===== config.mk =====
export PLATFORM = sky130hd
export DESIGN_NAME = booth_mac
export DESIGN_NICKNAME = d
export VERILOG_FILES = /design/src/rtl/booth_mac_pkg.sv /design/src/rtl/booth_pp_gen.sv /design/src/rtl/csa_chain.sv /design/src/rtl/cp_adder.sv /design/src/rtl/booth_mac.sv
export SDC_FILE = /design/constraint.sdc
export NUM_CORES = 1
export LEC_CHECK = 0
export ABC_AREA = 1
export CAP_MARGIN = 20
export CELL_PAD_IN_SITES_DETAIL_PLACEMENT = 1
export CELL_PAD_IN_SITES_GLOBAL_PLACEMENT = 1
export CORE_UTILIZATION = 44
export DETAILED_ROUTE_END_ITERATION = 16
export DONT_BUFFER_PORTS = 1
export PLACE_DENSITY = 0.92
export SETUP_SLACK_MARGIN = 0.2
export SYNTH_ARGS = -nofsm -noshare
export SYNTH_HDL_FRONTEND = slang
export SYNTH_HIERARCHICAL = 1
export SYNTH_SLANG_ARGS = --single-unit
export TNS_END_PERCENT = 30

===== constraint.sdc =====
create_clock -name clk -period 2.95 [get_ports clk]
set_input_delay 0.1475 -clock clk [delete_from_list [all_inputs] [get_ports clk]]
set_output_delay 0.1475 -clock clk [all_outputs]
set_load 0.1 [all_outputs]

===== src/rtl/booth_mac_pkg.sv =====
package booth_mac_pkg;

    // one radix-4 digit: magnitude select and sign
    typedef struct packed {
        logic neg;
        logic one;
        logic two;
    } booth_digit_t;

    typedef enum logic {
        ST_IDLE    = 1'b0,
        ST_PRESENT = 1'b1
    } out_state_e;

    // triplet is {y[2k+1], y[2k], y[2k-1]}
    function automatic booth_digit_t recode(input logic [2:0] trip);
        booth_digit_t d;
        d.neg = trip[2] & ~(trip[1] & trip[0]);
        d.one = trip[1] ^ trip[0];
        d.two = (trip == 3'b011) || (trip == 3'b100);
        return d;
    endfunction

endpackage


===== src/rtl/booth_pp_gen.sv =====
module booth_pp_gen
    import booth_mac_pkg::*;
#(
    parameter int A_W   = 8,
    parameter int OUT_W = 20
) (
    input  logic [A_W-1:0]                      x_op,
    input  logic [A_W-1:0]                      y_op,
    output logic [A_W/2-1:0][OUT_W-1:0]         rows,
    output logic [OUT_W-1:0]                    neg_row
);
    localparam int ROWS = A_W / 2;

    logic [OUT_W-1:0] x_ext;
    logic [A_W:0]     y_pad;
    logic [ROWS-1:0]  neg_bits;

    assign x_ext = {{(OUT_W-A_W){x_op[A_W-1]}}, x_op};
    assign y_pad = {y_op, 1'b0};

    for (genvar k = 0; k < ROWS; k++) begin : g_row
        booth_digit_t     dig;
        logic [OUT_W-1:0] mag;
        always_comb begin
            dig = recode(y_pad[2*k +: 3]);
            unique case ({dig.two, dig.one})
                2'b01:   mag = x_ext;
                2'b10:   mag = x_ext << 1;
                default: mag = '0;
            endcase
            rows[k]     = (mag ^ {OUT_W{dig.neg}}) << (2*k);
            neg_bits[k] = dig.neg;
        end
    end

    // the +1 of each negated row is gathered into one extra row
    always_comb begin
        neg_row = '0;
        for (int k = 0; k < ROWS; k++) begin
            neg_row[2*k] = neg_bits[k];
        end
    end

endmodule


===== src/rtl/csa_chain.sv =====
module csa_chain #(
    parameter int W    = 20,
    parameter int NOPS = 7
) (
    input  logic [NOPS-1:0][W-1:0] ops,
    output logic [W-1:0]           sum_o,
    output logic [W-1:0]           carry_o
);
    localparam int STAGES = NOPS - 2;

    logic [STAGES:0][W-1:0] s_q;
    logic [STAGES:0][W-1:0] c_q;

    assign s_q[0] = ops[0];
    assign c_q[0] = ops[1];

    for (genvar i = 0; i < STAGES; i++) begin : g_stage
        logic [W-1:0] a, b, c;
        assign a = s_q[i];
        assign b = c_q[i];
        assign c = ops[i+2];
        assign s_q[i+1] = a ^ b ^ c;
        assign c_q[i+1] = ((a & b) | (a & c) | (b & c)) << 1;
    end

    assign sum_o   = s_q[STAGES];
    assign carry_o = c_q[STAGES];

endmodule


===== src/rtl/cp_adder.sv =====
module cp_adder #(
    parameter int W = 20
) (
    input  logic [W-1:0] a,
    input  logic [W-1:0] b,
    output logic [W-1:0] s
);
    assign s = a + b;
endmodule


===== src/rtl/booth_mac.sv =====
module booth_mac
    import booth_mac_pkg::*;
#(
    parameter int A_W   = 8,
    parameter int GUARD = 4,
    parameter int ACC_W = 2*A_W + GUARD
) (
    input  logic             clk,
    input  logic             rst,
    input  logic             clear,
    input  logic             in_valid,
    input  logic [A_W-1:0]   x_in,
    input  logic [A_W-1:0]   y_in,
    output logic [ACC_W-1:0] result,
    output logic             result_valid
);
    localparam int ROWS = A_W / 2;
    localparam int NOPS = ROWS + 3;

    logic [ROWS-1:0][ACC_W-1:0] pp_rows;
    logic [ACC_W-1:0]           pp_neg;
    logic [ACC_W-1:0]           acc_sum_q, acc_carry_q;
    logic [ACC_W-1:0]           fb_sum, fb_carry;
    logic [ACC_W-1:0]           nxt_sum, nxt_carry;
    logic [NOPS-1:0][ACC_W-1:0] tree_in;
    out_state_e                 state_q, state_d;

    booth_pp_gen #(.A_W(A_W), .OUT_W(ACC_W)) pp_i (
        .x_op    (x_in),
        .y_op    (y_in),
        .rows    (pp_rows),
        .neg_row (pp_neg)
    );

    // clear drops the stored pair from the reduction
    assign fb_sum   = clear ? '0 : acc_sum_q;
    assign fb_carry = clear ? '0 : acc_carry_q;

    always_comb begin
        tree_in[0] = fb_sum;
        tree_in[1] = fb_carry;
        tree_in[2] = pp_neg;
        for (int k = 0; k < ROWS; k++) begin
            tree_in[3+k] = pp_rows[k];
        end
    end

    csa_chain #(.W(ACC_W), .NOPS(NOPS)) csa_i (
        .ops     (tree_in),
        .sum_o   (nxt_sum),
        .carry_o (nxt_carry)
    );

    always_ff @(posedge clk) begin
        if (rst) begin
            acc_sum_q   <= '0;
            acc_carry_q <= '0;
        end else if (in_valid) begin
            acc_sum_q   <= nxt_sum;
            acc_carry_q <= nxt_carry;
        end
    end

    // state register
    always_comb begin
        state_d = in_valid ? ST_PRESENT : ST_IDLE;
    end

    always_ff @(posedge clk) begin
        if (rst) state_q <= ST_IDLE;
        else     state_q <= state_d;
    end

    // outputs
    always_comb begin
        unique case (state_q)
            ST_PRESENT: result_valid = 1'b1;
            ST_IDLE:    result_valid = 1'b0;
            default:    result_valid = 1'b0;
        endcase
    end

    cp_adder #(.W(ACC_W)) cpa_i (
        .a (acc_sum_q),
        .b (acc_carry_q),
        .s (result)
    );

endmodule


After elaboration in Yosys (flattened, before gate mapping) --
Cells that the tools add are included.
Cells by class: add/subtract/negate cells 1, multiplexer cells 8, eq/ne operators 15, reductions and logical operators 3, bitwise operators 52
Operators with widths (count):
- bitwise AND 19 bit | 13
- bitwise XOR 20 bit | 10
- OR 19 bit | 10
- two-way mux 20 bit | 2
- one-hot mux 20 bit (2 select lines) | 1
- bitwise AND 19 x 7 -> 19 bit | 2
- one-hot mux 18 bit (2 select lines) | 1
- one-hot mux 16 bit (2 select lines) | 1
- one-hot mux 14 bit (2 select lines) | 1
- adder 20 bit | 1
- bitwise XOR 20 x 7 -> 20 bit | 1
- bitwise XOR 18 bit | 1
- bitwise XOR 16 bit | 1
- bitwise XOR 14 bit | 1
- equality test 2 bit, second input constant | 5
- equality test 3 x 2 -> 1 bit, second input constant | 3
- equality test 3 bit, second input constant | 3
- equality test 2 x 1 -> 1 bit, second input constant | 4
- bitwise AND 1 bit | 6
- NOT 1 bit | 4
- logical OR 1 bit | 3
- bitwise XOR 1 bit | 3
- one-hot mux 1 bit (2 select lines) | 1
- two-way mux 1 bit | 1
Storage, ports and cells: logic and storage cells 82, register bits after elaboration 40, bits of input ports 20

Logic depth before layout (Yosys ltp) --
Gate-level depths: netlist of run 1.
word-level depth 18, mapped depth 29

By module --
The synthesis of run 1 kept the hierarchy.
Modules (own cells, without submodules):
- csa_chain | cells an instance 150, times used 1, area each 2108.3 µm²
- booth_mac | cells an instance 341, times used 1, area each 2024.4 µm²
- booth_pp_gen | cells an instance 340, times used 1, area each 1810.5 µm²
- cp_adder | cells an instance 225, times used 1, area each 1209.9 µm²

Worst setup path after synthesis of run 1 --
OpenSTA, ideal clock, no wires.
path kind reg2reg, from reg acc_sum_q[1], to reg acc_sum_q[1], buffers on the path 0, setup slack -0.198 ns, stages on the path, launching flop included 14, data arrival time 3.036 ns, setup time 0.113 ns, clock period less this slack 3.148 ns, cell sequence dfxtp_1 inv_1 nor2_1 inv_1 fa_1 fa_1 inv_1 fa_1 fa_1 fa_1 inv_1 nand2_1 nand2_1 nor2_1
Between the ends: longest elaborated chain between the ends 11
Ends and longest elaborated chain:
- from (decl) | RTL line booth_mac.sv:22 | logic [ACC_W-1:0] acc_sum_q, acc_carry_q;
- from (signal assigned) | RTL line booth_mac.sv:59 | acc_sum_q <= nxt_sum;
- two-way mux 20 bit | RTL line booth_mac.sv:36 | assign fb_sum = clear ? '0 : acc_sum_q;
- named net fb_sum[1] | RTL line booth_mac.sv:23 | logic [ACC_W-1:0] fb_sum, fb_carry;
- bitwise XOR 20 bit | RTL line csa_chain.sv:22 | assign s_q[i+1] = a ^ b ^ c;
- bitwise XOR 20 x 7 -> 20 bit | RTL line csa_chain.sv:22
- bitwise XOR 20 bit (8 in series) | RTL line csa_chain.sv:22
- named net nxt_sum[1] | RTL line booth_mac.sv:24 | logic [ACC_W-1:0] nxt_sum, nxt_carry;
The timed path passes the listed nets, and every way through them passes these cells. A chain may end at the register's enable or synchronous reset.

Final worst setup path of run 1 --
from reg acc_sum_q[9], to reg acc_sum_q[9]
Same word-level chain as after synthesis.

==> flow_results.org, run 1 <==
** GRT
- Via count of the first global-routing pass :: 7327
- For this run the aggregate overflow at the end of global routing stands at 0.
- In the global route stage, met3 resource usage came out at 0.04913.
- Pin count of the biggest net entering global routing :: 70
- The number of antenna violations at the first check in global routing came to 0.
- First-pass GRT wire length :: 35380 µm
- For met1 alone, demand over resource in global routing was 0.2740.
- In the global route stage, met2 resource usage came out at 0.5509.
- In this run the most used layer during global routing was met2.
- For this run, the total global-route usage over all layers was measured as 0.2788.

** Yosys
- Netlist area before placement :: 7153 µm²
- Of the post-synthesis cell area, the part taken by muxes is 0.
- The share of the Yosys chip area taken by registers is 0.1147.
- Of the total synthesized cell area, the portion taken by full adders, half adders and majority gates is 0.3187.
- Of the total synthesized cell area, the portion taken by AND, OR, NAND and NOR gates is 0.3350.
- Yosys Warn Count :: 6
- Of the total synthesized cell area, the portion taken by XOR and XNOR cells is 0.01469.
- Counting distinct cell types in the post-synthesis netlist gives 34.
- The synthesized-area fraction occupied by ao, oa, aoi and oai cells is 0.02379.
- Dominant combinational cell family by area after synthesis :: simple AND/OR/NAND/NOR gates
- In this run the mean area of a mapped cell was 6.774 µm².
- In the synthesized netlist, the number of instances is 1056.
- After synthesis the netlist holds a flip-flop and latch count of 41.

** Clock tree
- For this design, the sink count on the clock tree is 41.
- For the worst-skew pair, the clock arrives at the later sink with an insertion delay of 0.31 ns.
- The clock passes through at most 2 buffers.
- The root buffer cell chosen for the clock tree is sky130_fd_sc_hd__clkbuf_16.
- Clock tree from TritonCTS :: yes
- Total CTS buffers :: 5
- In this run the number of H-tree levels came out at 2.
- Clock-pin slew was measured on the worst setup and hold paths at 0.07 ns.

** Layout
- In the layout the commonest cells are sky130_fd_sc_hd__nand2_1, sky130_fd_sc_hd__inv_1, sky130_fd_sc_hd__nor2_1.
- The number of antenna diodes in the final layout is 0.
- The library cell used most frequently in the layout, excluding fill and tap cells, is sky130_fd_sc_hd__nand2_1.
- Of the cells placed in the final design, the portion with a size suffix greater than 1 is 0.2119.
- Final net count :: 1222
- Final instance count without filler cells :: 1292
- Fillers :: 2136
- Synthesis-to-layout area growth :: 10.09%

** Worst hold path
- In this run the most critical hold path is launched from in_valid.
- Endpoint of the worst hold path :: acc_carry_q[19]
- Worst hold stages :: 2
- Hold Path Class :: primary input to flop

** Route
- After detailed routing, the total wire length is 21700 µm.
- Post-detailed-route count of antenna-violating nets :: 0
- DR DRC count :: 0
- Routed len/inst :: 16.79 µm
- 1st-pass router iterations :: 5
- Using the TritonRoute via totals, the vias-per-cell ratio works out to 5.050.
- Total via count in the routed design :: 6524
- Number of design-rule violations left by the first detailed-router iteration :: 262

** Status
- Violations in the final reports :: setup timing
- Status :: finished, violations left

** Place
- Once detailed placement completed, the half-perimeter wirelength came to 16750 µm.
- Pre-CTS setup slack :: -0.3822 ns
- After detailed placement, the design holds a cell count of 1274.
- Global placer's final weighted congestion :: 0.8267
- Port-buffer cells :: 0

** Floorplanning
- Die area :: 16770 µm²
- Area of the core :: 15890 µm²
- The initial utilization of the core area, before any placement, comes to 0.4503.
- Die Span X :: 129.5 µm
- The die is 129.5 µm tall.
- Number of placed I/O pins :: 41
- Placement Rows :: 46

** Power and ir drop
- Flop pwr share :: 0.097
- For this design the static power due to leakage is 4.173 nW.
- Part of the power in the clock network :: 0.071
- Maximum vdd drop :: 0.0009976 V
- The internal power of the cells totals 3.717 mW.
- The share of total power dissipated in combinational logic is 0.832.
- Summed over all nets, the switching power comes to 5.311 mW.
- Dividing total power by cell area gives a power density of 1146 nW/µm².
- Of the total power, the share spent switching nets is 0.5883.

** Setup path
- Critical Path Source Type :: flop
- Along the worst path, the maximum fanout reaches 2.
- Launch instance of the worst register-to-register path :: acc_sum_q[9]
- STA classifies the critical path endpoint as a flop.
- Crit path DAT :: 3.59 ns
- The worst register-to-register path has a depth of 11.
- Setup slack of the worst register-to-register path :: -0.40 ns
- The worst register-to-register path ends at acc_sum_q[9].
- STA puts the critical path data required time at 3.19 ns.
- Type of the worst setup path :: flop to flop

** STA
- The smallest clock period supported by the final layout is computed as 3.354 ns.
- Fin worst setup slack :: -0.4035 ns
- Number of max-slew violations in the final report :: 0
- Slew @ Worst Pin :: 0.9468 ns
- Dividing the final minimum period by the clock period gives 1.137.
- Setup violations remaining at the end of the flow were counted as 35.
- Achievable frequency :: 0.2982 GHz
- Worst-case clock skew :: 0.007350 ns
- RSZ-0062 raised after global routing :: yes
- Slew HR :: 0.3680
- Final hold violation count :: 0

** Flow run
- Across the run, the number of max-cap violations was 0.
[flip-flops by register name, indices dropped and copies added (netlist names)]
signal / count
acc_carry_q: 20
acc_sum_q: 20
state_q: 1
[Yosys cell counts]
cell                       instances  area share
sky130_fd_sc_hd__buf_2            15       0.010
sky130_fd_sc_hd__o21bai_1          2      0.0021
sky130_fd_sc_hd__nor2_1          137       0.072
sky130_fd_sc_hd__nor2_2            8      0.0070
sky130_fd_sc_hd__buf_4            68       0.071
sky130_fd_sc_hd__a21boi_2          1      0.0016
sky130_fd_sc_hd__nand2_2          11      0.0096
sky130_fd_sc_hd__nor3_1            2      0.0014
sky130_fd_sc_hd__dfxtp_1          41        0.11
sky130_fd_sc_hd__inv_2             8      0.0042
sky130_fd_sc_hd__a21oi_1          14      0.0098
sky130_fd_sc_hd__and2_1            1     0.00088
sky130_fd_sc_hd__o21ai_1          10      0.0070
sky130_fd_sc_hd__and2_4            1      0.0012
sky130_fd_sc_hd__nand3b_1          1      0.0010
sky130_fd_sc_hd__conb_1            2      0.0010
sky130_fd_sc_hd__xor2_1            9       0.011
sky130_fd_sc_hd__nand3_2           5      0.0070
sky130_fd_sc_hd__nor2_4            1      0.0016
sky130_fd_sc_hd__or2_4             1      0.0012
sky130_fd_sc_hd__xnor2_1           3      0.0037
sky130_fd_sc_hd__inv_1           152       0.080
sky130_fd_sc_hd__nand4_1           4      0.0035
sky130_fd_sc_hd__nand2_4           3      0.0047
sky130_fd_sc_hd__nor3_2            1      0.0014
sky130_fd_sc_hd__a21oi_2           1      0.0012
sky130_fd_sc_hd__fa_1             92        0.26
sky130_fd_sc_hd__nand2_1         352        0.18
sky130_fd_sc_hd__nand3_1          54       0.038
sky130_fd_sc_hd__buf_6            14       0.022
sky130_fd_sc_hd__ha_1             35       0.061
sky130_fd_sc_hd__o21ai_0           3      0.0021
sky130_fd_sc_hd__clkinv_4          3      0.0037
sky130_fd_sc_hd__clkinv_1          1     0.00052
[power by group through the flow]
stage          Sequential, mW  Combinational, mW  Clock [mW]
3_5_place_dp            0.860               7.19           0
4_1_cts                 0.861               7.44       0.652
2_1_floorplan           0.862               5.32           0
6_report                0.876               7.51       0.638
5_1_grt                 0.894               8.29       0.670
3_3_place_gp            0.836               6.70           0
[kinds of logic after synthesis]
kind of cell / after synthesis
other cells: 2
fa+ha+maj: 127
buf+inv: 261
flops: 41
xor+xnor: 12
compound gates: 31
simple gates: 582
[metal layers]
layer  part of all wire  wire (µm)
met1               0.36       7707
met2               0.56      12100
met3              0.039        838
met4              0.048       1050
met5                  0          0
[worst max-delay path by stage]
stage              startpoint           end  slack (ns)  depth (start not counted)
5_1_grt          acc_sum_q[9]  acc_sum_q[9]       -0.47                         11
2_1_floorplan    acc_sum_q[1]  acc_sum_q[1]       -0.15                         13
4_1_cts          acc_sum_q[7]  acc_sum_q[7]       -0.39                         11
3_5_place_dp   acc_carry_q[7]  acc_sum_q[7]       -0.38                         11
3_3_place_gp   acc_carry_q[9]  acc_sum_q[9]       -0.22                         11
6_report         acc_sum_q[9]  acc_sum_q[9]       -0.40                         11
[repair_timing]
| action | in CTS | in global routing |
|---|---|---|
| hold buffers | 10 | 0 |
| buffers inserted | 0 | 0 |
| endpoints found under the hold margin | 14 | 0 |
| gates resized for setup | 54 | 32 |
| endpoints found under the setup margin | 37 | 37 |
| pin swaps | 16 | 9 |
[final cells by class]
type                       instances  area [µm²]  share of cell area
sequential                        41       840.8              0.1068
inverter                         164       630.6             0.08008
timing repair buffer              82       660.6             0.08389
clock buffer                       7       152.6             0.01938
tap                              216       270.3             0.03432
multi-input combinational        781        5315              0.6749
clock inverter                     1       5.005           0.0006355
[worst max-delay path, cell delays in order (launching register included)]
cell and delay, ns:
sky130_fd_sc_hd__dfxtp_2 0.34, sky130_fd_sc_hd__inv_2 0.05, sky130_fd_sc_hd__nor2_2 0.04, sky130_fd_sc_hd__fa_1 0.57, sky130_fd_sc_hd__fa_2 0.46, sky130_fd_sc_hd__fa_2 0.57
sky130_fd_sc_hd__fa_2 0.45, sky130_fd_sc_hd__fa_2 0.54, sky130_fd_sc_hd__inv_1 0.05, sky130_fd_sc_hd__nand2_1 0.05, sky130_fd_sc_hd__nand2_1 0.06, sky130_fd_sc_hd__nor2_1 0.12
[through the flow]
stage | power, mW | TNS, ns | utilization | hold WS, ns | area (µm²)
final | 9.028 | -8.239 | 0.4957 | 0.01587 | 7875
after global routing | 9.854 | -11.88 | 0.4957 | 0.01522 | 7875
after CTS | 8.951 | -8.374 | 0.4922 | 0.0003361 | 7819
after detailed placement | 8.048 | -8.784 | 0.4683 | 0.2220 | 7440
after global placement | 7.533 | -4.378 | 0.4683 | 0.2202 | 7440
after floorplan | 6.186 | -1.595 | - | 0.2188 | 7295
No activity file was read; power rests on OpenSTA's default activity.
==> run 2, diff against run 1 <==
- ABC_AREA: 1 -> not set
- CORE_UTILIZATION: 44 -> 47
- PLACE_DENSITY: 0.92 -> 0.9
==> run 2 against run 1 <==
Compared with the run above: the flow still finishes with violations (setup timing); critical path depth decreased by 3; hold slack improved by 0.033 ns; via count decreased by 31%.
==> flow_results.org, run 2 <==
** Status
- The flow ran to the end, but the final reports show violations.
- The final reports fail on setup timing.

** Clock tree
- TritonCTS built the clock tree.
- Total CTS buffers :: 5 (unchanged)
- The clock sink count was 41 (unchanged).
- The clock transition at the registers of the reported paths is 0.06 ns (about the same).
- The tree is rooted in a sky130_fd_sc_hd__clkbuf_16.
- The number of buffers on the longest clock path was 2 (unchanged).
- The number of H-tree levels is 2 (unchanged).
- Clock latency on the worst-skew pair :: 0.29 ns (-0.02 ns)

** Yosys
- Count of flip-flops with a built-in enable after synthesis :: 0 (unchanged)
- The most common cell in the synthesized netlist is sky130_fd_sc_hd__fa_1.
- The synthesized-area fraction occupied by ao, oa, aoi and oai cells is 0.08047 (+0.05668).
- The distinct cell type count of the synthesized netlist was 47 (+38%).
- The post-synthesis cell area was 6344 µm² (-11%).
- Most common library cells after synthesis :: sky130_fd_sc_hd__fa_1, sky130_fd_sc_hd__nor2_1, sky130_fd_sc_hd__buf_4, sky130_fd_sc_hd__xnor2_1, sky130_fd_sc_hd__mux2i_1
- Dominant combinational cell family by area after synthesis :: adder cells
- The post-synthesis sequential element count was 41 (unchanged).
- By area the synthesized netlist is led by sky130_fd_sc_hd__fa_1, sky130_fd_sc_hd__dfxtp_1, sky130_fd_sc_hd__buf_4.
- The XOR/XNOR share of the synthesized area was 0.08087 (+0.06617).
- Ys flop type :: sky130_fd_sc_hd__dfxtp_1
- The synthesis warning total was 6 (unchanged).
- Sequential-to-total area share from yosys stat :: 0.1294 (+0.01464)
- Simple-gate share of the synthesized area :: 0.1373 (-0.1977)
- Async set-or-reset flop fraction in the synthesized netlist :: 0 (unchanged)
- The gate count of the mapped netlist is 640 (-39%).
- Biggest area consumer among synthesized cells :: sky130_fd_sc_hd__fa_1
- The top-area cell type share of the netlist area came to 0.2903 (+0.03286).
- The mux cell area share after synthesis came to 0.07160 (+0.07160).
- Post-synthesis adder-cell area fraction :: 0.3594 (+0.04067)
- The mean instance size in the synthesized netlist came to 9.912 µm² (+46%).

** Worst hold path
- The worst hold path terminates at acc_sum_q[7].
- Hold Path Class :: primary input to flop
- The worst hold path begins at in_valid.
- Worst hold stages :: 2 (unchanged)

** Layout
- Share of layout cells above drive strength 1 :: 0.2772 (+0.06529)
- The count of placed standard cells in the final layout, fillers left out was 829 (-36%).
- Synthesis-to-layout area growth :: 13.49%
- The final-layout fill cell count was 1456 (-32%).
- The largest registers in the layout are acc_carry_q (20), acc_sum_q (20), state_q (1).
- The final net count is 799 (-35%).
- Leading cell type in the layout, fill and taps excluded :: sky130_fd_sc_hd__nor2_1
- Most frequent cells in the layout :: sky130_fd_sc_hd__nor2_1, sky130_fd_sc_hd__fa_1, sky130_fd_sc_hd__buf_4
- The number of inserted diodes was 0 (unchanged).

** STA
- Slew HR :: 0.3727 (+0.004702)
- The hold violation count in the final report is 0 (unchanged).
- The shortest clock period the worst path allows after layout came to 3.343 ns (-0.01007 ns).
- Slew @ Worst Pin :: 0.9397 ns (-0.007045 ns)
- Fin worst setup slack :: -0.3935 ns (+0.01007 ns)
- Post-Route Hold Slack :: 0.04922 ns (+0.03336 ns)
- Number of max-slew violations in the final report :: 0 (unchanged)
- Achievable frequency :: 0.2991 GHz (+0.30%)
- Setup repair after global routing could not meet its margin everywhere.
- The share of the clock period used by the worst path was 1.133 (-0.003414).
- The number of failing setup endpoints in the final timing report is 35 (unchanged).
- The final clock skew is 0.003398 ns (-0.003952 ns).

** Setup path
- Slowest stage cell, crit path :: sky130_fd_sc_hd__fa_1
- The count of cells along the worst register-to-register path came to 8 (-3).
- STA classifies the critical path startpoint as a flop.
- Counting stages on the worst path, the most repeated cell is sky130_fd_sc_hd__fa_1.
- The setup slack of the most critical reg-to-reg path was -0.39 ns (about the same).
- The worst register-to-register path ends at acc_sum_q[5].
- Crit path buf inv count :: 0 (-2)
- The largest fanout on the critical path came to 2 (unchanged).
- Walking the worst path, the cells encountered are nor2b_4 > fa_1 > fa_1 > fa_1 > fa_1 > fa_1 > mux2i_1 > nor2_1.
- Largest stage delay, worst path :: 0.60 ns (+0.03 ns)
- Launch instance of the worst register-to-register path :: acc_sum_q[5]
- Type of the worst setup path :: flop to flop
- The data arrival time of the worst path is 3.52 ns (-0.07 ns).
- CP endpoint kind :: flop
- Critical Path RT :: 3.12 ns (-0.07 ns)
- Cell family with the largest share of critical-path delay :: adder cells

** Place
- Port-buffer cells :: 0 (unchanged)
- The final weighted congestion of routability-driven global placement came to 0.8606 (+4.1%).
- DP Cell Count :: 814 (-36%)
- HPWL reported at the end of detailed placement :: 14020 µm (-16%)

** Flow run
- Max-capacitance violation count :: 0 (unchanged)

** GRT
- The wire length of the first global-routing pass came to 28900 µm (-18%).
- The overall fraction of global-route tracks in use was 0.2740 (-0.004799).
- Total congestion overflow after global routing :: 0 (unchanged)
- The largest net degree at the start of global routing was 42 (-40%).
- Initial antenna violation count :: 0 (unchanged)
- Via count of the first global-routing pass :: 5456 (-26%)

** Route
- The vias after detailed routing was 4483 (-31%).
- The count of nets left with antenna violations after detail routing was 0 (unchanged).
- The count of unresolved DRC violations after routing was 0 (unchanged).
- Number of design-rule violations left by the first detailed-router iteration :: 259 (-1.1%)
- The via count normalized by instance count is 5.408 (+7.1%).
- The routed length per instance came to 21.74 µm (+29%).
- WL final :: 18020 µm (-17%)
- The number of iterations in the first detailed-routing pass came to 5 (unchanged).

** Floorplanning
- Die Span X :: 118.2 µm (-8.7%)
- Number of placed I/O pins :: 41 (unchanged)
- Area of the core :: 13190 µm² (-17%)
- The floorplan die height is 118.2 µm (-8.7%).
- Die area :: 13970 µm² (-17%)
- Effective utilization at floorplan :: 0.4809 (+0.03063)
- The cell row count was 42 (-8.7%).
## run 2: cell count changes after synthesis, sizes merged, moves of 6 or more
| cell | previous run | this run |
|---|---|---|
| a22oi | 0 | 21 |
| and2b | 0 | 24 |
| buf | 97 | 91 |
| clkbuf | 0 | 10 |
| inv | 160 | 24 |
| mux2i | 0 | 42 |
| nand2 | 366 | 20 |
| nand2b | 0 | 11 |
| nand3 | 59 | 15 |
| nor2 | 146 | 72 |
| nor2b | 0 | 18 |
| xnor2 | 3 | 45 |
## run 2: logic make-up (layout without fill, tap and decap cells)
group           after synthesis  count (layout)
simple gates                169             169
xor+xnor                     57              57
other cells                   2              29
flops                        41              41
buf+inv                     125             111
compound gates               74              74
fa+ha+maj                   127             127
mux                          45              45
## run 2: how the worst max path moves through the flow
stage	from	end	slack [ns]	cells past startpoint
floorplan	y_in[1]	acc_sum_q[11]	-0.42	16
finish	acc_sum_q[5]	acc_sum_q[5]	-0.39	8
CTS	acc_carry_q[5]	acc_sum_q[5]	-0.43	8
detailed placement	acc_carry_q[11]	acc_sum_q[11]	-0.45	8
global placement	acc_sum_q[11]	acc_sum_q[11]	-0.26	8
global route	acc_carry_q[7]	acc_sum_q[7]	-0.46	8
## run 2: repair_timing
item	CTS	global route
hold endpoints to repair	41	0
setup buffers	0	1
endpoints found under the setup margin	44	46
resized for setup	57	27
pin swaps	17	13
hold buffers	6	0
## run 2: metal layers
metal / track usage / routed length (µm) / vias to the layer above
li1: - / - / 1995
met1: 0.2667 / 6024 / 2301
met2: 0.5452 / 10440 / 125
met3: 0.03909 / 535 / 62
met4: 0.1514 / 1021 / 0
met5: 0 / 0 / -
## run 2: area by class of cell
type,instances,area [µm²],share of cell area
multi-input combinational,501,5157,0.7164
clock inverter,1,30.03,0.004171
clock buffer,7,142.6,0.01981
inverter,24,97.59,0.01356
timing repair buffer,79,711.9,0.09889
tap,176,220.2,0.03059
sequential,41,839.6,0.1166
## run 2: stage by stage
step / TNS (ns) / utilization / area, µm² / setup WS [ns]
finish: -9.905 / 0.5458 / 7199 / -0.3935
global route: -12.66 / 0.5458 / 7199 / -0.4585
CTS: -10.18 / 0.5382 / 7099 / -0.4306
detailed placement: -11.70 / 0.5059 / 6673 / -0.4521
global placement: -6.241 / 0.5059 / 6673 / -0.2577
floorplan: -11.40 / - / 6593 / -0.4168
Power of run 2 is left out: the tool's default activity adds up to more than one toggle a clock period on the data nets, which glitch-free logic cannot reach.
